## src/rtl/thm_pkg.sv

```systemverilog
package thm_pkg;
    localparam int ADDR_W = 8;
    localparam int BUS_W  = 32;

    localparam logic [ADDR_W-1:0] OFF_CTRL0 = 8'h00;
    localparam logic [ADDR_W-1:0] OFF_CTRL1 = 8'h04;
    localparam logic [ADDR_W-1:0] OFF_CTRL2 = 8'h40;
    localparam logic [ADDR_W-1:0] OFF_INTEN = 8'h44;
    localparam logic [ADDR_W-1:0] OFF_STAT  = 8'h48;
    localparam logic [ADDR_W-1:0] OFF_FILT  = 8'h70;
    localparam logic [ADDR_W-1:0] OFF_CAL0  = 8'h74;
    localparam logic [ADDR_W-1:0] OFF_CAL1  = 8'h78;
    localparam int THR_BASE  = 'h50;
    localparam int DATA_BASE = 'h80;

    localparam int STAT_W = 11;
    localparam logic [STAT_W-1:0] STAT_MASK = 11'h777;

    typedef enum logic [1:0] {
        SQ_IDLE,
        SQ_WAIT,
        SQ_SAMPLE
    } seq_state_e;
endpackage

```

## src/rtl/thm_seq.sv

```systemverilog
module thm_seq
    import thm_pkg::*;
#(
    parameter int NSENS = 3,
    parameter int ACQ_W = 16
) (
    input  logic             clk,
    input  logic             rst_n,
    input  logic [NSENS-1:0] en,
    input  logic [ACQ_W-1:0] acq,
    output logic [NSENS-1:0] req
);
    localparam int IDX_W = (NSENS > 1) ? $clog2(NSENS) : 1;

    seq_state_e       state, nxt;
    logic [ACQ_W-1:0] cnt;
    logic [IDX_W-1:0] last, pick;
    logic             pick_ok;

    // next enabled sensor after the last one served, wrapping
    always_comb begin
        int cand;
        pick_ok = 1'b0;
        pick    = '0;
        for (int j = 1; j <= NSENS; j++) begin
            cand = int'(last) + j;
            if (cand >= NSENS) cand = cand - NSENS;
            if (!pick_ok && en[cand]) begin
                pick_ok = 1'b1;
                pick    = IDX_W'(cand);
            end
        end
    end

    always_comb begin
        nxt = state;
        unique case (state)
            SQ_IDLE:   if (|en) nxt = SQ_WAIT;
            SQ_WAIT:   if (!(|en)) nxt = SQ_IDLE;
                       else if (cnt >= acq) nxt = SQ_SAMPLE;
            SQ_SAMPLE: if (!(|en)) nxt = SQ_IDLE;
                       else if (acq == '0) nxt = SQ_SAMPLE;
                       else nxt = SQ_WAIT;
            default:   nxt = SQ_IDLE;
        endcase
    end

    always_ff @(posedge clk) begin
        if (!rst_n) state <= SQ_IDLE;
        else        state <= nxt;
    end

    always_ff @(posedge clk) begin
        if (!rst_n) begin
            cnt  <= '0;
            last <= IDX_W'(NSENS - 1);
        end else begin
            if (nxt == SQ_WAIT && state != SQ_WAIT) cnt <= ACQ_W'(1);
            else if (state == SQ_WAIT)              cnt <= cnt + 1'b1;
            if (state == SQ_SAMPLE && pick_ok)      last <= pick;
        end
    end

    always_comb begin
        req = '0;
        if (state == SQ_SAMPLE && pick_ok) req[pick] = 1'b1;
    end

    p_req_onehot_r2: assert property (@(posedge clk) disable iff (!rst_n)
        $onehot0(req));
    p_req_enabled_r2: assert property (@(posedge clk) disable iff (!rst_n)
        (req & ~en) == '0);
    p_idle_quiet_r2: assert property (@(posedge clk) disable iff (!rst_n)
        (en == '0) |=> (req == '0));
endmodule

```

## src/rtl/thm_avg.sv

```systemverilog
module thm_avg #(
    parameter int CODE_W = 12
) (
    input  logic              clk,
    input  logic              rst_n,
    input  logic              take,
    input  logic [CODE_W-1:0] code,
    input  logic              fen,
    input  logic [1:0]        fsel,
    input  logic              restart,
    output logic              pub,
    output logic [CODE_W-1:0] pub_val,
    output logic [CODE_W-1:0] value
);
    localparam int ACC_W = CODE_W + 4;

    logic [ACC_W-1:0] acc, sum;
    logic [3:0]       num, last_num;
    logic [2:0]       shamt;

    assign last_num = 4'((5'd2 << fsel) - 5'd1);
    assign shamt    = {1'b0, fsel} + 3'd1;
    assign sum      = acc + ACC_W'(code);
    assign pub      = take && (!fen || (num == last_num && !restart));
    assign pub_val  = fen ? CODE_W'(sum >> shamt) : code;

    always_ff @(posedge clk) begin
        if (!rst_n || restart) begin
            acc <= '0;
            num <= '0;
        end else if (take && fen) begin
            if (num == last_num) begin
                acc <= '0;
                num <= '0;
            end else begin
                acc <= sum;
                num <= num + 4'd1;
            end
        end
    end

    always_ff @(posedge clk) begin
        if (!rst_n)   value <= '0;
        else if (pub) value <= pub_val;
    end

    p_unfiltered_r4: assert property (@(posedge clk) disable iff (!rst_n)
        (take && !fen) |=> (value == $past(code)));
    p_hold_r5: assert property (@(posedge clk) disable iff (!rst_n)
        !pub |=> $stable(value));
endmodule

```

## src/rtl/thm_mon.sv

```systemverilog
module thm_mon
    import thm_pkg::*;
#(
    parameter int NSENS  = 3,
    parameter int CODE_W = 12,
    parameter int ACQ_W  = 16
) (
    input  logic                    clk,
    input  logic                    rst_n,
    input  logic                    bus_sel,
    input  logic                    bus_wr,
    input  logic [7:0]              bus_addr,
    input  logic [31:0]             bus_wdata,
    output logic [31:0]             bus_rdata,
    output logic [NSENS-1:0]        conv_req,
    input  logic [NSENS*CODE_W-1:0] conv_code,
    output logic                    irq
);
    logic             wr;
    logic [ACQ_W-1:0] acq_q;
    logic             cal_en_q;
    logic [15:0]      ctrl2_hi_q;
    logic [NSENS-1:0] sens_en_q;
    logic [STAT_W-1:0] inten_q, status_q, stat_set, stat_clr;
    logic [19:0]      intc_hi_q;
    logic [2:0]       filt_q;
    logic [31:0]      cal0_q, cal1_q;
    logic [CODE_W-1:0] thr_al_q [NSENS];
    logic [CODE_W-1:0] thr_sd_q [NSENS];
    logic [CODE_W-1:0] data_v [NSENS];
    logic [CODE_W-1:0] pub_v [NSENS];
    logic [NSENS-1:0] pub;
    logic             filt_wr;

    assign wr      = bus_sel && bus_wr;
    assign filt_wr = wr && bus_addr == OFF_FILT;

    always_ff @(posedge clk) begin
        if (!rst_n) begin
            acq_q <= '0; cal_en_q <= 1'b0; ctrl2_hi_q <= '0; sens_en_q <= '0;
            inten_q <= '0; intc_hi_q <= '0; filt_q <= '0;
            cal0_q <= '0; cal1_q <= '0;
            for (int i = 0; i < NSENS; i++) begin
                thr_al_q[i] <= '0;
                thr_sd_q[i] <= '0;
            end
        end else if (wr) begin
            case (bus_addr)
                OFF_CTRL0: acq_q <= bus_wdata[ACQ_W-1:0];
                OFF_CTRL1: cal_en_q <= bus_wdata[17];
                OFF_CTRL2: begin
                    ctrl2_hi_q <= bus_wdata[31:16];
                    sens_en_q  <= bus_wdata[NSENS-1:0];
                end
                OFF_INTEN: begin
                    inten_q   <= bus_wdata[STAT_W-1:0] & STAT_MASK;
                    intc_hi_q <= bus_wdata[31:12];
                end
                OFF_FILT:  filt_q <= bus_wdata[2:0];
                OFF_CAL0:  cal0_q <= bus_wdata;
                OFF_CAL1:  cal1_q <= bus_wdata;
                default: ;
            endcase
            for (int i = 0; i < NSENS; i++) begin
                if (bus_addr == ADDR_W'(THR_BASE + 4*i)) begin
                    thr_al_q[i] <= bus_wdata[CODE_W-1:0];
                    thr_sd_q[i] <= bus_wdata[16 +: CODE_W];
                end
            end
        end
    end

    thm_seq #(.NSENS(NSENS), .ACQ_W(ACQ_W)) u_seq (
        .clk(clk), .rst_n(rst_n), .en(sens_en_q), .acq(acq_q), .req(conv_req)
    );

    for (genvar g = 0; g < NSENS; g++) begin : g_sens
        thm_avg #(.CODE_W(CODE_W)) u_avg (
            .clk(clk), .rst_n(rst_n), .take(conv_req[g]),
            .code(conv_code[g*CODE_W +: CODE_W]),
            .fen(filt_q[2]), .fsel(filt_q[1:0]), .restart(filt_wr),
            .pub(pub[g]), .pub_val(pub_v[g]), .value(data_v[g])
        );

        p_rdy_r6: assert property (@(posedge clk) disable iff (!rst_n)
            pub[g] |=> status_q[8+g]);
        p_w1c_r8: assert property (@(posedge clk) disable iff (!rst_n)
            (wr && bus_addr == OFF_STAT && bus_wdata[8+g] && !pub[g])
            |=> !status_q[8+g]);
        p_alarm_r7: assert property (@(posedge clk) disable iff (!rst_n)
            (pub[g] && pub_v[g] <= thr_al_q[g]) |=> status_q[g]);
    end

    always_comb begin
        stat_set = '0;
        for (int i = 0; i < NSENS; i++) begin
            stat_set[8+i] = pub[i];
            stat_set[i]   = pub[i] && (pub_v[i] <= thr_al_q[i]);
            stat_set[4+i] = pub[i] && (pub_v[i] <= thr_sd_q[i]);
        end
        stat_clr = (wr && bus_addr == OFF_STAT) ? bus_wdata[STAT_W-1:0] : '0;
    end

    always_ff @(posedge clk) begin
        if (!rst_n) status_q <= '0;
        else        status_q <= (stat_set | (status_q & ~stat_clr)) & STAT_MASK;
    end

    assign irq = |(status_q & inten_q);

    always_comb begin
        bus_rdata = '0;
        if (bus_sel) begin
            case (bus_addr)
                OFF_CTRL0: bus_rdata = 32'(acq_q);
                OFF_CTRL1: bus_rdata = 32'(cal_en_q) << 17;
                OFF_CTRL2: bus_rdata = {ctrl2_hi_q, 16'(sens_en_q)};
                OFF_INTEN: bus_rdata = {intc_hi_q, 1'b0, inten_q};
                OFF_STAT:  bus_rdata = 32'(status_q);
                OFF_FILT:  bus_rdata = 32'(filt_q);
                OFF_CAL0:  bus_rdata = cal0_q;
                OFF_CAL1:  bus_rdata = cal1_q;
                default:   bus_rdata = '0;
            endcase
            for (int i = 0; i < NSENS; i++) begin
                if (bus_addr == ADDR_W'(DATA_BASE + 4*i)) bus_rdata = 32'(data_v[i]);
                if (bus_addr == ADDR_W'(THR_BASE + 4*i))
                    bus_rdata = 32'(thr_al_q[i]) | (32'(thr_sd_q[i]) << 16);
            end
        end
    end
endmodule

```

## config.mk

```make
export PLATFORM = sky130hd
export DESIGN_NAME = thm_mon
export DESIGN_NICKNAME = d
export VERILOG_FILES = /design/src/rtl/thm_pkg.sv /design/src/rtl/thm_seq.sv /design/src/rtl/thm_avg.sv /design/src/rtl/thm_mon.sv
export SDC_FILE = /design/constraint.sdc
export NUM_CORES = 1
export LEC_CHECK = 0
export BUFFER_PORTS_ARGS = -buffer_cell sky130_fd_sc_hd__buf_2
export CAP_MARGIN = 20
export CORE_MARGIN = 3
export CORE_UTILIZATION = 45
export CTS_CLUSTER_SIZE = 25
export DETAILED_ROUTE_END_ITERATION = 16
export GPL_TIMING_DRIVEN = 0
export PLACE_DENSITY = 0.72
export SLEW_MARGIN = 15
export SYNTH_ARGS = -nofsm -noshare
export SYNTH_HDL_FRONTEND = slang
export SYNTH_SLANG_ARGS = --single-unit
```

## constraint.sdc

```tcl
create_clock -name clk -period 9.42 [get_ports clk]
set_input_delay 0 -clock clk [delete_from_list [all_inputs] [get_ports clk]]
set_output_delay 0 -clock clk [all_outputs]
set_load 0.03 [all_outputs]
```

### After elaboration in Yosys (flattened, before gate mapping)

Memory sizes are Yosys's and may differ from the RTL's.
Cells that the tools add are included.

* flip-flop bits (word level): 259
* bits in writable memories: 72
* input port bits: 80
* output and inout port bits: 36
* word-level logic and storage cells: 206
* memories: 2

* add/subtract/negate cells: 15
* order comparisons: 15
* equality and inequality tests: 20
* shifts and indexed selects: 4
* multiplexer cells: 66
* bitwise operators: 14
* reductions and logical operators: 46

Memories
* thr_al_q: depth 3, width 12, rd ports 3, clocked after Yosys merged registers in 0, wr ports 3, RTL line thm_mon.sv:28 `logic [CODE_W-1:0] thr_al_q [NSENS];`
* thr_sd_q: depth 3, width 12, rd ports 3, clocked after Yosys merged registers in 0, wr ports 3, RTL line thm_mon.sv:29 `logic [CODE_W-1:0] thr_sd_q [NSENS];`

Operator list (number)
* 32-bit two-way mux: 10
* 32-bit case mux with 8 select lines: 1
* 12-bit two-way mux: 9
* 32-bit by 3-bit >= comparator with 1-bit output, second input constant: 3
* 32-bit by 4-bit < comparator with 1-bit output, second input constant: 3
* 32-bit by 3-bit subtractor with 32-bit output, second input constant: 3
* 12-bit by 28-bit OR with 28-bit output: 3
* 8-bit by 7-bit equality test with 1-bit output, second input constant: 9
* 12-bit less-or-equal comparator: 6
* 16-bit by 12-bit adder with 16-bit output: 3
* 16-bit two-way mux: 3
* 16-bit by 3-bit right shift with 12-bit output: 3
* 1-bit two-way mux: 25
* 8-bit equality test, second input constant: 3
* 1-bit logical AND: 23
* 11-bit bitwise AND: 2
* 16-bit by 1-bit adder with 16-bit output, second input constant: 1
* 16-bit >= comparator: 1
* 16-bit logical NOT: 1
* 2-bit two-way mux: 8
* 2-bit AND reduction: 7
* 4-bit by 1-bit adder with 4-bit output, second input constant: 3
* 4-bit equality test: 3
* 4-bit two-way mux: 3
* 27 further kinds: 44

### Depth between registers and ports, before layout

Gate-level depths: netlist of the first run.

* depth in word-level cells: 21
* mapped depth: 20
* mapped depth without buffers: 20

### Hierarchy

Synthesis of the first run repeated with hierarchy kept, for this count alone.

* cell total of the unflattened synthesis: 2481
* area total of the unflattened synthesis: 20437.1 um2

By module, submodules not included
* thm_mon: times used 1, cells each 1310, area an instance 11394.7 um2, sequential area each 4984.8 um2
* thm_avg: times used 3, cells each 326, area an instance 2508.7 um2, sequential area each 640.6 um2
* thm_seq: times used 1, cells each 193, area an instance 1516.5 um2, sequential area each 400.4 um2

### Least setup slack after synthesis of the first run

Ideal clock, no wire load.

* path kind: reg2reg
* from: reg g_sens[1].u_avg.acc[0]
* to: reg status_q[1]
* library setup time: 128 ps
* data arrival time: 3606 ps
* required time: 9292 ps
* slack: 5687 ps
* stages on the path, launching flop included: 19
* period minus slack after synthesis: 3733 ps
* path through: dfxtp_1 ha_1 inv_1 fa_1 nor2b_1 o31a_1 o22ai_2 o21a_1 xnor2_1 mux4_2 a21oi_1 inv_1 ha_1 nand4_1 or2_2 o221ai_1 o21ai_0 a22oi_1 nor2_1

* cells in the longest elaborated chain, start to end: 6

RTL lines
* start, declared: RTL line thm_avg.sv:17 `logic [ACC_W-1:0] acc, sum;`
* start signal, assigned: RTL line thm_avg.sv:36 `acc <= sum;`
* 16-bit by 12-bit adder with 16-bit output: RTL line thm_avg.sv:23 `assign sum = acc + ACC_W'(code);`
* 16-bit by 3-bit right shift with 12-bit output: RTL line thm_avg.sv:25 `assign pub_val = fen ? CODE_W'(sum >> shamt) : code;`
* 12-bit two-way mux: RTL line thm_avg.sv:25
* net g_sens[1].u_avg.pub_val[8]: RTL line thm_avg.sv:12 `output logic [CODE_W-1:0] pub_val,`
* 12-bit less-or-equal comparator: RTL line thm_mon.sv:98 `stat_set[i] = pub[i] && (pub_v[i] <= thr_al_q[i]);`
* 1-bit logical AND: RTL line thm_mon.sv:98
* 11-bit OR: RTL line thm_mon.sv:106 `else status_q <= (stat_set | (status_q & ~stat_clr)) & STAT_MASK;`
* end signal, assigned: RTL line thm_mon.sv:106
* end, declared: RTL line thm_mon.sv:24 `logic [STAT_W-1:0] inten_q, status_q, stat_set, stat_clr;`

The timed path passes the listed nets, and every way through them passes these cells.
A chain may end at the register's enable or synchronous reset.

### Final worst setup path of the first run

* from: reg g_sens[1].u_avg.acc[0]
* to: reg status_q[5]

* cells in the longest elaborated chain, start to end: 6

RTL lines
* 16-bit by 12-bit adder with 16-bit output: RTL line thm_avg.sv:23
* 16-bit by 3-bit right shift with 12-bit output: RTL line thm_avg.sv:25
* 12-bit two-way mux: RTL line thm_avg.sv:25
* net g_sens[1].u_avg.pub_val[8]: RTL line thm_avg.sv:12
* 12-bit less-or-equal comparator: RTL line thm_mon.sv:99 `stat_set[4+i] = pub[i] && (pub_v[i] <= thr_sd_q[i]);`
* 1-bit logical AND: RTL line thm_mon.sv:99
* 11-bit OR: RTL line thm_mon.sv:106

The timed path passes the listed nets, and every way through them passes these cells.

==> flow_summary.html, run 1 <==
<table>
<tr><th>Metric</th><th>Value</th></tr>
<tr><th colspan="2">Worst setup path</th></tr>
<tr><td>Cell at the slowest stage of the critical path</td><td>sky130_fd_sc_hd__mux4_2</td></tr>
<tr><td>Chain of cells forming the critical path</td><td>ha_1 -&gt; inv_1 -&gt; fa_1 -&gt; nor2b_1 -&gt; o31a_1 -&gt; o22ai_2 -&gt; o21a_1 -&gt; xnor2_1 -&gt; mux4_2 -&gt; a21oi_1 -&gt; inv_1 -&gt; ha_1 -&gt; nand4_1 -&gt; or2_2 -&gt; o221ai_1 -&gt; o21ai_0 -&gt; a22oi_1 -&gt; nor2_1</td></tr>
<tr><td>Setup CP Type</td><td>register to register</td></tr>
<tr><td>Kind of start point of the critical path</td><td>register</td></tr>
<tr><td>Critical Path Sink Type</td><td>register</td></tr>
<tr><td>Arrival time worst endpoint</td><td>4.88 ns</td></tr>
<tr><td>Required time of the worst setup path</td><td>about 10 ns</td></tr>
<tr><td>Top fanout value on the critical path</td><td>4</td></tr>
<tr><td>Stage delay of the slowest cell on the critical path</td><td>roughly 0.49 ns</td></tr>
<tr><th colspan="2">Logic synthesis</th></tr>
<tr><td>Synthesized instance count</td><td>between 2000 and 2500</td></tr>
<tr><td>Nets in the synthesized netlist</td><td>2587</td></tr>
<tr><td>Sequential share of the synthesized area</td><td>between 30% and 40%</td></tr>
<tr><td>Synthesized area per cell</td><td>8.18 um^2</td></tr>
<tr><td>Register bit total from synthesis</td><td>329</td></tr>
<tr><td>Number of library cell types mapped by synthesis</td><td>slightly below 100</td></tr>
<tr><td>Async S/R FF share, synth</td><td>0%</td></tr>
<tr><td>Combined area of all synthesized cells</td><td>0.0194 mm^2</td></tr>
<tr><td>Area leader, netlist</td><td>sky130_fd_sc_hd__dfxtp_1</td></tr>
<tr><td>Ranking of synthesized cells by area</td><td>sky130_fd_sc_hd__dfxtp_1, sky130_fd_sc_hd__edfxtp_1, sky130_fd_sc_hd__ha_1</td></tr>
<tr><td>Count of yosys warnings during synthesis</td><td>0</td></tr>
<tr><td>Most used flip-flop cell after synthesis</td><td>sky130_fd_sc_hd__dfxtp_1</td></tr>
<tr><td>Portion of synthesized cell area occupied by the leading cell type</td><td>26.5%</td></tr>
<tr><td>Post-synth EDFFs</td><td>between 70 and 80</td></tr>
<tr><th colspan="2">Die</th></tr>
<tr><td>Die width</td><td>roughly 210 um</td></tr>
<tr><td>Io pins</td><td>around 120</td></tr>
<tr><td>Floorplan die height</td><td>between 200 and 250 um</td></tr>
<tr><td>Standard cell core area</td><td>0.0422 mm^2</td></tr>
<tr><td>Total number of placement rows</td><td>75</td></tr>
<tr><td>Initial Util</td><td>46.0%</td></tr>
<tr><td>Die Footprint</td><td>0.0457 mm^2</td></tr>
<tr><th colspan="2">Timing</th></tr>
<tr><td>Hold Slack</td><td>around 0.033 ns</td></tr>
<tr><td>Setup TNS after final layout</td><td>0 ns</td></tr>
<tr><td>Worst rel slew slack</td><td>18.0%</td></tr>
<tr><td>Clock tree skew after final layout</td><td>0.0171 ns</td></tr>
<tr><td>Worst-Margin Slew</td><td>around 1.2 ns</td></tr>
<tr><td>Final setup margin</td><td>roughly 5.0 ns</td></tr>
<tr><td>Count of pins over their slew limit</td><td>0</td></tr>
<tr><td>Timing-limited maximum frequency</td><td>224 MHz</td></tr>
<tr><td>Final setup fails</td><td>0</td></tr>
<tr><td>Post-route clock period utilization</td><td>47.3%</td></tr>
<tr><td>Clock period minus worst slack</td><td>~4.5 ns</td></tr>
<tr><td>RSZ-0062 raised after global routing</td><td>no</td></tr>
<tr><td>Endpoints failing hold</td><td>0</td></tr>
<tr><th colspan="2">Drt</th></tr>
<tr><td>Final routed wirelength across all metal layers</td><td>70.6 mm</td></tr>
<tr><td>First-pass DRT Iterations</td><td>7</td></tr>
<tr><td>Final routed wire length divided by cell count</td><td>about 22 um</td></tr>
<tr><td>Average via count per standard cell</td><td>6.21</td></tr>
<tr><td>DRC violation count after routing</td><td>0</td></tr>
<tr><td>Violation count after the first detailed-routing iteration</td><td>around 2500</td></tr>
<tr><td>Post-detailed-route count of antenna-violating nets</td><td>0</td></tr>
<tr><td>Number of vias in the routed layout</td><td>between 15000 and 20000</td></tr>
<tr><th colspan="2">Run status</th></tr>
<tr><td>Status</td><td>finished clean</td></tr>
<tr><th colspan="2">Placement</th></tr>
<tr><td>Placed wire-length estimate after detailed placement</td><td>between 50 and 60 mm</td></tr>
<tr><td>Final Wtd Congestion</td><td>slightly below 1</td></tr>
<tr><td>Port Buf Inserts</td><td>110</td></tr>
<tr><td>Dpl ws</td><td>slightly above 5 ns</td></tr>
<tr><th colspan="2">Clock tree</th></tr>
<tr><td>Clock slew seen by the registers of the worst setup and hold paths</td><td>around 0.060 ns</td></tr>
<tr><td>CTS tree</td><td>built</td></tr>
<tr><td>Maximum level of the CTS H-tree</td><td>2</td></tr>
<tr><td>Worst-Skew Late Latency</td><td>0.57 ns</td></tr>
<tr><td>Worst-case clock buffer depth</td><td>3</td></tr>
<tr><td>Clock buffer count from CTS</td><td>37</td></tr>
<tr><td>Resize count post-CTS</td><td>0</td></tr>
<tr><td>Number of setup buffers added after CTS</td><td>0</td></tr>
<tr><td>Library cell used as clock root buffer</td><td>sky130_fd_sc_hd__clkbuf_16</td></tr>
<tr><td>Number of clock sinks seen by CTS</td><td>approximately 330</td></tr>
<tr><th colspan="2">GRT</th></tr>
<tr><td>Wire length of the first global-routing pass</td><td>roughly 110 mm</td></tr>
<tr><td>Total global routing track utilization</td><td>roughly 30%</td></tr>
<tr><td>Via count of the first global-routing pass</td><td>18400</td></tr>
<tr><td>Initial antenna violation count</td><td>1</td></tr>
<tr><td>Pin count of the biggest net entering global routing</td><td>25</td></tr>
<tr><td>Total overflow reported by the global router</td><td>0</td></tr>
<tr><th colspan="2">Layout</th></tr>
<tr><td>Final net count</td><td>2794</td></tr>
<tr><td>Leading cell type in the layout, fill and taps excluded</td><td>sky130_fd_sc_hd__nand2_1</td></tr>
<tr><td>Share of layout cells above drive strength 1</td><td>around a tenth</td></tr>
<tr><td>Layout overhead on the synthesized area</td><td>16.1%</td></tr>
<tr><td>Most frequent cells in the layout</td><td>sky130_fd_sc_hd__nand2_1, sky130_fd_sc_hd__a21oi_1, sky130_fd_sc_hd__dfxtp_1</td></tr>
<tr><td>Antenna fix cells</td><td>0</td></tr>
<tr><th colspan="2">Power and ir drop</th></tr>
<tr><td>Power consumption</td><td>around 3300 uW</td></tr>
<tr><td>Pwr per Cell Area</td><td>145 mW/mm^2</td></tr>
<tr><td>Worst IR Drop VDD</td><td>0.134 mV</td></tr>
<tr><td>Static leakage power</td><td>between 0.008 and 0.009 uW</td></tr>
<tr><th colspan="2">Run</th></tr>
<tr><td>Max-cap violations</td><td>0</td></tr>
<tr><th colspan="2">Worst hold path</th></tr>
<tr><td>Class of the most critical hold timing path</td><td>input port to register</td></tr>
</table>
==> cell type report <==
cell class | count | area (um^2)
fill | 3897 | 19700
buffer | 140 | 574
clock buffer | 53 | 1120
multi-input combinational | 1787 | 11100
sequential | 329 | 7310
tap | 539 | 674
inverter | 117 | 439
clock inverter | 15 | 151
timing repair buffer | 168 | 1140
==> worst paths after layout <==
check	start	slack, ns	cells after the start	endpoint
worst max-delay path	g_sens[1].u_avg.acc[0]	4.96	18	status_q[5]
worst min-delay path	conv_code[31]	0.03	4	g_sens[2].u_avg.value[7]
worst max register to register	g_sens[1].u_avg.acc[0]	4.96	18	status_q[5]
worst min register to register	cal0_q[31]	0.45	2	cal0_q[31]
==> timing repair <==
| item | CTS | global route |
|---|---|---|
| hold endpoints to repair | 213 | 0 |
| endpoints found under the setup margin | 0 | 0 |
| hold buffers | 57 | 0 |
==> cell usage after synthesis, drive strengths merged, types with 27 or more instances <==
cell type / n
a21oi: 287
a22oi: 56
nand2: 404
inv: 117
edfxtp: 72
a21o: 30
nor3: 51
o21ai: 121
buf: 29
dfxtp: 257
ha: 131
nand4: 35
clkbuf: 111
nand3: 72
nor2: 143
and2: 31
mux2i: 27
==> cells by family after synthesis <==
group / count (synthesis) / share of synthesized area (%)
AO/OA/AOI/OAI: 704 / 23.3
adder cells (fa/ha/maj): 134 / 8.76
XOR/XNOR: 45 / 2.03
AND/OR/NAND/NOR: 863 / 20.5
multiplexers: 41 / 2.57
flip-flops: 329 / 37.7
buffers and inverters: 257 / 5.22
==> flip-flops by register name, summed over array words and instances (netlist names) <==
register	flops
intc_hi_q	20
inten_q	9
u_seq.state	2
thr_al_q	36
u_seq.cnt	16
g_sens.u_avg.num	12
g_sens.u_avg.acc	48
cal_en_q	1
ctrl2_hi_q	16
g_sens.u_avg.value	36
filt_q	3
cal0_q	32
thr_sd_q	36
u_seq.last	2
acq_q	16
status_q	9
sens_en_q	3
cal1_q	32
==> critical path: cells and delay by family, from the launching register on <==
kind / cells / cell delay, ns
XOR/XNOR: 1 / 0.22
AND/OR/NAND/NOR: 4 / 0.64
buffers and inverters: 2 / 0.22
AO/OA/AOI/OAI: 7 / 1.50
adder cells (fa/ha/maj): 3 / 0.91
flip-flops: 1 / 0.34
multiplexers: 1 / 0.49
==> routing by layer <==
layer | up-vias | track usage [%] | wire length [um]
met1 | 9264 | 39.8 | 28200
li1 | 8971 | - | -
met5 | - | 0 | 9
met3 | 193 | 5.31 | 7220
met4 | 2 | 11.9 | 2810
met2 | 1118 | 49.6 | 32300
==> per-stage QoR <==
step	cells	utilization [%]	instance area (um^2)
floorplan	2373	-	19400
global placement	3022	48.9	20600
detailed placement	3023	49.0	20700
CTS	3148	53.4	22500
global route	3148	53.4	22500
finish	3148	53.4	22500
==> where the power goes <==
part	switching, uW	internal [uW]	leakage [uW]	total [uW]
Combinational	175	96.4	0.00514	271
Sequential	13.5	1460	0.00275	1470
Clock	641	893	0.000633	1530
Total	829	2450	0.00853	3270
(Power assumes the default switching activity.)
==> run 2, diff against run 1 <==
--- a/config.mk
+++ b/config.mk
@@ -5,6 +5,7 @@
 export SDC_FILE = /design/constraint.sdc
 export NUM_CORES = 1
 export LEC_CHECK = 0
+export ABC_AREA = 1
 export BUFFER_PORTS_ARGS = -buffer_cell sky130_fd_sc_hd__buf_2
 export CAP_MARGIN = 20
 export CORE_MARGIN = 3
==> constraint.sdc (replaced) <==
create_clock -name clk -period 4.46 [get_ports clk]
set_input_delay 0 -clock clk [delete_from_list [all_inputs] [get_ports clk]]
set_output_delay 0 -clock clk [all_outputs]
set_load 0.03 [all_outputs]
==> run 2 against run 1 <==
Fmax increased by 17%; critical path type unchanged; largest power group unchanged; non-clock buffer count decreased by 1; sequential power is 110% higher; worst hold slack got worse by 0.0011 ns; highest routed layer unchanged; global-route usage is 0.53 points lower; clock skew grew 0.0055 ns.
==> flow_summary.html, run 2 <==
<table>
<tr><th>Metric</th><th>Value</th></tr>
<tr><th colspan="2">Worst hold path</th></tr>
<tr><td>Class of the most critical hold timing path</td><td>input port to register (unchanged)</td></tr>
<tr><th colspan="2">Placement</th></tr>
<tr><td>Count of placed standard cells including taps</td><td>3695 (was 3023)</td></tr>
<tr><td>Dpl ws</td><td>0.869 ns (was 5.04 ns)</td></tr>
<tr><td>Placed wire-length estimate after detailed placement</td><td>55.7 mm (was 54.0 mm)</td></tr>
<tr><td>Final Wtd Congestion</td><td>0.982 (was 0.963)</td></tr>
<tr><td>Port Buf Inserts</td><td>115 (was 110)</td></tr>
<tr><th colspan="2">Logic synthesis</th></tr>
<tr><td>Ranking of synthesized cells by area</td><td>sky130_fd_sc_hd__dfxtp_1, sky130_fd_sc_hd__nand2_1, sky130_fd_sc_hd__edfxtp_1 (was sky130_fd_sc_hd__dfxtp_1, sky130_fd_sc_hd__edfxtp_1, sky130_fd_sc_hd__ha_1)</td></tr>
<tr><td>Number of library cell types mapped by synthesis</td><td>50 (was 97)</td></tr>
<tr><td>Xor/xnor cell area share of the yosys netlist</td><td>0.986% (was 2.03%)</td></tr>
<tr><td>Dominant combinational cell family by area after synthesis</td><td>simple AND/OR/NAND/NOR gates (was compound AO/OA/AOI/OAI gates)</td></tr>
<tr><td>Nets in the synthesized netlist</td><td>3199 (was 2587)</td></tr>
<tr><td>Combined area of all synthesized cells</td><td>0.0204 mm^2 (was 0.0194 mm^2)</td></tr>
<tr><td>Post-synth EDFFs</td><td>72 (unchanged)</td></tr>
<tr><td>Most used flip-flop cell after synthesis</td><td>sky130_fd_sc_hd__dfxtp_1 (unchanged)</td></tr>
<tr><td>Synthesized-area fraction occupied by and/or/nand/nor cells</td><td>24.6% (was 20.5%)</td></tr>
<tr><td>Synthesized area per cell</td><td>6.85 um^2 (was 8.18 um^2)</td></tr>
<tr><td>Top cell types by occurrence after synthesis</td><td>sky130_fd_sc_hd__nand2_1, sky130_fd_sc_hd__inv_1, sky130_fd_sc_hd__a21oi_1 (was sky130_fd_sc_hd__nand2_1, sky130_fd_sc_hd__a21oi_1, sky130_fd_sc_hd__dfxtp_1)</td></tr>
<tr><td>Area leader, netlist</td><td>sky130_fd_sc_hd__dfxtp_1 (unchanged)</td></tr>
<tr><td>Synthesized instance count</td><td>2985 (was 2373)</td></tr>
<tr><td>Compound-Gate Fraction of Synth Area</td><td>18.9% (was 23.3%)</td></tr>
<tr><td>Count of yosys warnings during synthesis</td><td>0 (unchanged)</td></tr>
<tr><td>Async S/R FF share, synth</td><td>0% (unchanged)</td></tr>
<tr><td>Adder-cell share of the synthesized area</td><td>8.32% (was 8.76%)</td></tr>
<tr><td>Register bit total from synthesis</td><td>329 (unchanged)</td></tr>
<tr><td>Portion of synthesized cell area occupied by the leading cell type</td><td>25.2% (was 26.5%)</td></tr>
<tr><td>Portion of netlist area occupied by mux cells</td><td>0% (was 2.57%)</td></tr>
<tr><td>Sequential share of the synthesized area</td><td>35.8% (was 37.7%)</td></tr>
<tr><td>Dominant cell by count in the synthesized netlist</td><td>sky130_fd_sc_hd__nand2_1 (unchanged)</td></tr>
<tr><th colspan="2">Clock tree</th></tr>
<tr><td>Number of clock sinks seen by CTS</td><td>329 (unchanged)</td></tr>
<tr><td>Library cell used as clock root buffer</td><td>sky130_fd_sc_hd__clkbuf_16 (unchanged)</td></tr>
<tr><td>Worst-Skew Late Latency</td><td>0.57 ns (about the same)</td></tr>
<tr><td>CTS tree</td><td>built (unchanged)</td></tr>
<tr><td>Worst-case clock buffer depth</td><td>3 (unchanged)</td></tr>
<tr><td>Maximum level of the CTS H-tree</td><td>2 (unchanged)</td></tr>
<tr><td>Clock buffer count from CTS</td><td>38 (was 37)</td></tr>
<tr><td>Clock slew seen by the registers of the worst setup and hold paths</td><td>0.06 ns (about the same)</td></tr>
<tr><td>Number of setup buffers added after CTS</td><td>0 (unchanged)</td></tr>
<tr><th colspan="2">Die</th></tr>
<tr><td>Initial Util</td><td>45.9% (was 46.0%)</td></tr>
<tr><td>Io pins</td><td>116 (unchanged)</td></tr>
<tr><td>Standard cell core area</td><td>0.0445 mm^2 (was 0.0422 mm^2)</td></tr>
<tr><td>Die width</td><td>219 um (was 214 um)</td></tr>
<tr><td>Total number of placement rows</td><td>77 (was 75)</td></tr>
<tr><td>Die Footprint</td><td>0.0480 mm^2 (was 0.0457 mm^2)</td></tr>
<tr><td>Floorplan die height</td><td>219 um (was 214 um)</td></tr>
<tr><th colspan="2">Timing</th></tr>
<tr><td>Clock period minus worst slack</td><td>3.82 ns (was 4.46 ns)</td></tr>
<tr><td>Final setup margin</td><td>0.635 ns (was 4.96 ns)</td></tr>
<tr><td>Hold Slack</td><td>0.0316 ns (was 0.0327 ns)</td></tr>
<tr><td>Post-route clock period utilization</td><td>85.8% (was 47.3%)</td></tr>
<tr><td>RSZ-0062 raised after global routing</td><td>no (unchanged)</td></tr>
<tr><td>Worst-Margin Slew</td><td>1.08 ns (was 1.23 ns)</td></tr>
<tr><td>Endpoints failing hold</td><td>0 (unchanged)</td></tr>
<tr><td>Final setup fails</td><td>0 (unchanged)</td></tr>
<tr><td>Clock tree skew after final layout</td><td>0.0226 ns (was 0.0171 ns)</td></tr>
<tr><td>Count of pins over their slew limit</td><td>0 (unchanged)</td></tr>
<tr><td>Worst rel slew slack</td><td>27.7% (was 18.0%)</td></tr>
<tr><td>Timing-limited maximum frequency</td><td>261 MHz (was 224 MHz)</td></tr>
<tr><th colspan="2">GRT</th></tr>
<tr><td>Total global routing track utilization</td><td>29.6% (was 30.2%)</td></tr>
<tr><td>Pin count of the biggest net entering global routing</td><td>21 (was 25)</td></tr>
<tr><td>Wire length of the first global-routing pass</td><td>111 mm (was 106 mm)</td></tr>
<tr><td>Via count of the first global-routing pass</td><td>19700 (was 18400)</td></tr>
<tr><td>Total overflow reported by the global router</td><td>0 (unchanged)</td></tr>
<tr><td>Initial antenna violation count</td><td>1 (unchanged)</td></tr>
<tr><th colspan="2">Drt</th></tr>
<tr><td>Average via count per standard cell</td><td>5.59 (was 6.21)</td></tr>
<tr><td>First-pass DRT Iterations</td><td>8 (was 7)</td></tr>
<tr><td>Final routed wire length divided by cell count</td><td>19.0 um (was 22.4 um)</td></tr>
<tr><td>Post-detailed-route count of antenna-violating nets</td><td>0 (unchanged)</td></tr>
<tr><td>Final routed wirelength across all metal layers</td><td>72.6 mm (was 70.6 mm)</td></tr>
<tr><td>DRC violation count after routing</td><td>0 (unchanged)</td></tr>
<tr><td>Number of vias in the routed layout</td><td>21400 (was 19500)</td></tr>
<tr><td>Violation count after the first detailed-routing iteration</td><td>2563 (was 2493)</td></tr>
<tr><th colspan="2">Worst setup path</th></tr>
<tr><td>Required time of the worst setup path</td><td>4.95 ns (was 9.84 ns)</td></tr>
<tr><td>Critical Path Sink Type</td><td>register (unchanged)</td></tr>
<tr><td>Arrival time worst endpoint</td><td>4.32 ns (was 4.88 ns)</td></tr>
<tr><td>Top fanout value on the critical path</td><td>4 (unchanged)</td></tr>
<tr><td>Kind of start point of the critical path</td><td>register (unchanged)</td></tr>
<tr><td>Setup CP Type</td><td>register to register (unchanged)</td></tr>
<tr><th colspan="2">Layout</th></tr>
<tr><td>Final net count</td><td>3424 (was 2794)</td></tr>
<tr><td>Flip-flop count of the largest register, all copies and words added</td><td>48 (unchanged)</td></tr>
<tr><td>Utilization after layout</td><td>53.3% (was 53.4%)</td></tr>
<tr><td>Final cell count without fillers</td><td>3830 (was 3148)</td></tr>
<tr><td>Most frequent cells in the layout</td><td>sky130_fd_sc_hd__nand2_1, sky130_fd_sc_hd__inv_1, sky130_fd_sc_hd__a21oi_1 (was sky130_fd_sc_hd__nand2_1, sky130_fd_sc_hd__a21oi_1, sky130_fd_sc_hd__dfxtp_1)</td></tr>
<tr><td>Layout overhead on the synthesized area</td><td>16.2% (was 16.1%)</td></tr>
<tr><td>Leading cell type in the layout, fill and taps excluded</td><td>sky130_fd_sc_hd__nand2_1 (unchanged)</td></tr>
<tr><td>Share of layout cells above drive strength 1</td><td>7.32% (was 9.93%)</td></tr>
<tr><td>Register name with the most flops</td><td>g_sens.u_avg.acc (unchanged)</td></tr>
<tr><th colspan="2">Power and ir drop</th></tr>
<tr><td>Part of the power in combinational logic</td><td>8.8% (was 8.3%)</td></tr>
<tr><td>Pwr per Cell Area</td><td>288 mW/mm^2 (was 145 mW/mm^2)</td></tr>
<tr><td>Internal cell power</td><td>5120 uW (was 2450 uW)</td></tr>
<tr><td>Switching Fraction</td><td>25.3% (about the same)</td></tr>
<tr><td>Static leakage power</td><td>0.0105 uW (was 0.00853 uW)</td></tr>
<tr><td>Register share of total power</td><td>45.2% (was 44.9%)</td></tr>
<tr><td>Worst IR Drop VDD</td><td>0.210 mV (was 0.134 mV)</td></tr>
<tr><td>Clock share of power</td><td>46.0% (was 46.8%)</td></tr>
<tr><td>Total net switching power</td><td>1730 uW (was 829 uW)</td></tr>
<tr><th colspan="2">Run</th></tr>
<tr><td>Max-cap violations</td><td>0 (unchanged)</td></tr>
<tr><th colspan="2">Run status</th></tr>
<tr><td>Status</td><td>finished clean (unchanged)</td></tr>
</table>
-- run 2: cell types whose count changed after synthesis, sizes merged, moves of 22 or more --
| cell | change |
|---|---|
| inv | +358 |
| nand2 | +223 |
| nand3 | +169 |
| o21ai | +124 |
| a21oi | +94 |
| nor2 | +64 |
| a22oi | -56 |
| o22ai | +41 |
| a21o | -30 |
| clkbuf | -29 |
| mux2i | -27 |
| nor3 | -25 |
| a31oi | -22 |
-- run 2: final timing paths --
| path | from | to | slack [ns] | depth (start not counted) |
|---|---|---|---|---|
| hold / removal | conv_code[21] | g_sens[1].u_avg.value[9] | 0.03 | 4 |
| hold reg to reg | cal1_q[22] | cal1_q[22] | 0.45 | 2 |
| setup reg to reg | g_sens[2].u_avg.acc[0] | status_q[6] | 0.64 | 19 |
| setup / recovery | g_sens[2].u_avg.acc[0] | status_q[6] | 0.64 | 19 |
-- run 2: metal layers --
| metal | track usage [%] | wire length [um] |
|---|---|---|
| met1 | 42.2 | 30900 |
| met3 | 5.22 | 7740 |
| met5 | 0 | 13 |
| met4 | 11.4 | 3020 |
| met2 | 44.7 | 30900 |
-- run 2: cells by family (layout without fill, tap and decap cells) --
group,Yosys count,in the layout
adder cells (fa/ha/maj),134,134
buffers and inverters,600,852
XOR/XNOR,23,23
flip-flops,329,329
AND/OR/NAND/NOR,1176,1176
AO/OA/AOI/OAI,723,723
other,0,1
-- run 2: worst max-delay path, stage by stage (launching register included) --
cell and delay, ns:
sky130_fd_sc_hd__dfxtp_1 0.34, sky130_fd_sc_hd__ha_1 0.23, sky130_fd_sc_hd__inv_1 0.08, sky130_fd_sc_hd__fa_1 0.40, sky130_fd_sc_hd__inv_1 0.12, sky130_fd_sc_hd__nand3_1 0.10, sky130_fd_sc_hd__nand2_1 0.14, sky130_fd_sc_hd__nand2_1 0.06
sky130_fd_sc_hd__and2_1 0.17, sky130_fd_sc_hd__nand2_1 0.09, sky130_fd_sc_hd__a21oi_1 0.08, sky130_fd_sc_hd__o22ai_1 0.53, sky130_fd_sc_hd__ha_1 0.37, sky130_fd_sc_hd__a21oi_1 0.14, sky130_fd_sc_hd__o21ai_0 0.09, sky130_fd_sc_hd__nand2_1 0.08
sky130_fd_sc_hd__nand2_1 0.06, sky130_fd_sc_hd__o2bb2ai_1 0.33, sky130_fd_sc_hd__nand2_1 0.19, sky130_fd_sc_hd__a21oi_1 0.17
-- run 2: layout make-up --
type,instances,area [um^2]
diodes,1,2.50
plain buffers,122,538
clock buffers,53,1060
clock inverters,14,159
fillers,4417,20800
inverters,478,1790
multi-input cells,2056,10800
flip-flops and latches,329,7310
well taps,592,741
repair buffers,185,1320
-- run 2: through the flow --
stage,power [uW],setup TNS (ns),cell area (um^2)
after floorplan,3470,0,20400
after global placement,3680,-11.93,21700
after detailed placement,3690,0,21900
after CTS,6840,0,23700
after global routing,7030,0,23700
final,6850,0,23700
-- run 2: repair_timing --
item / CTS / global route
hold buffers: 67 / 0
endpoints found under the hold margin: 225 / 0
gates resized for setup: 0 / 0
-- run 2: power by group through the flow --
stage                     Combinational (uW)  Clock (uW)  Sequential [uW]
after CTS                                583        3160             3090
after global routing                     657        3280             3100
after floorplan                          314           0             3150
final                                    602        3150             3100
after global placement                   520           0             3160
after detailed placement                 535           0             3160
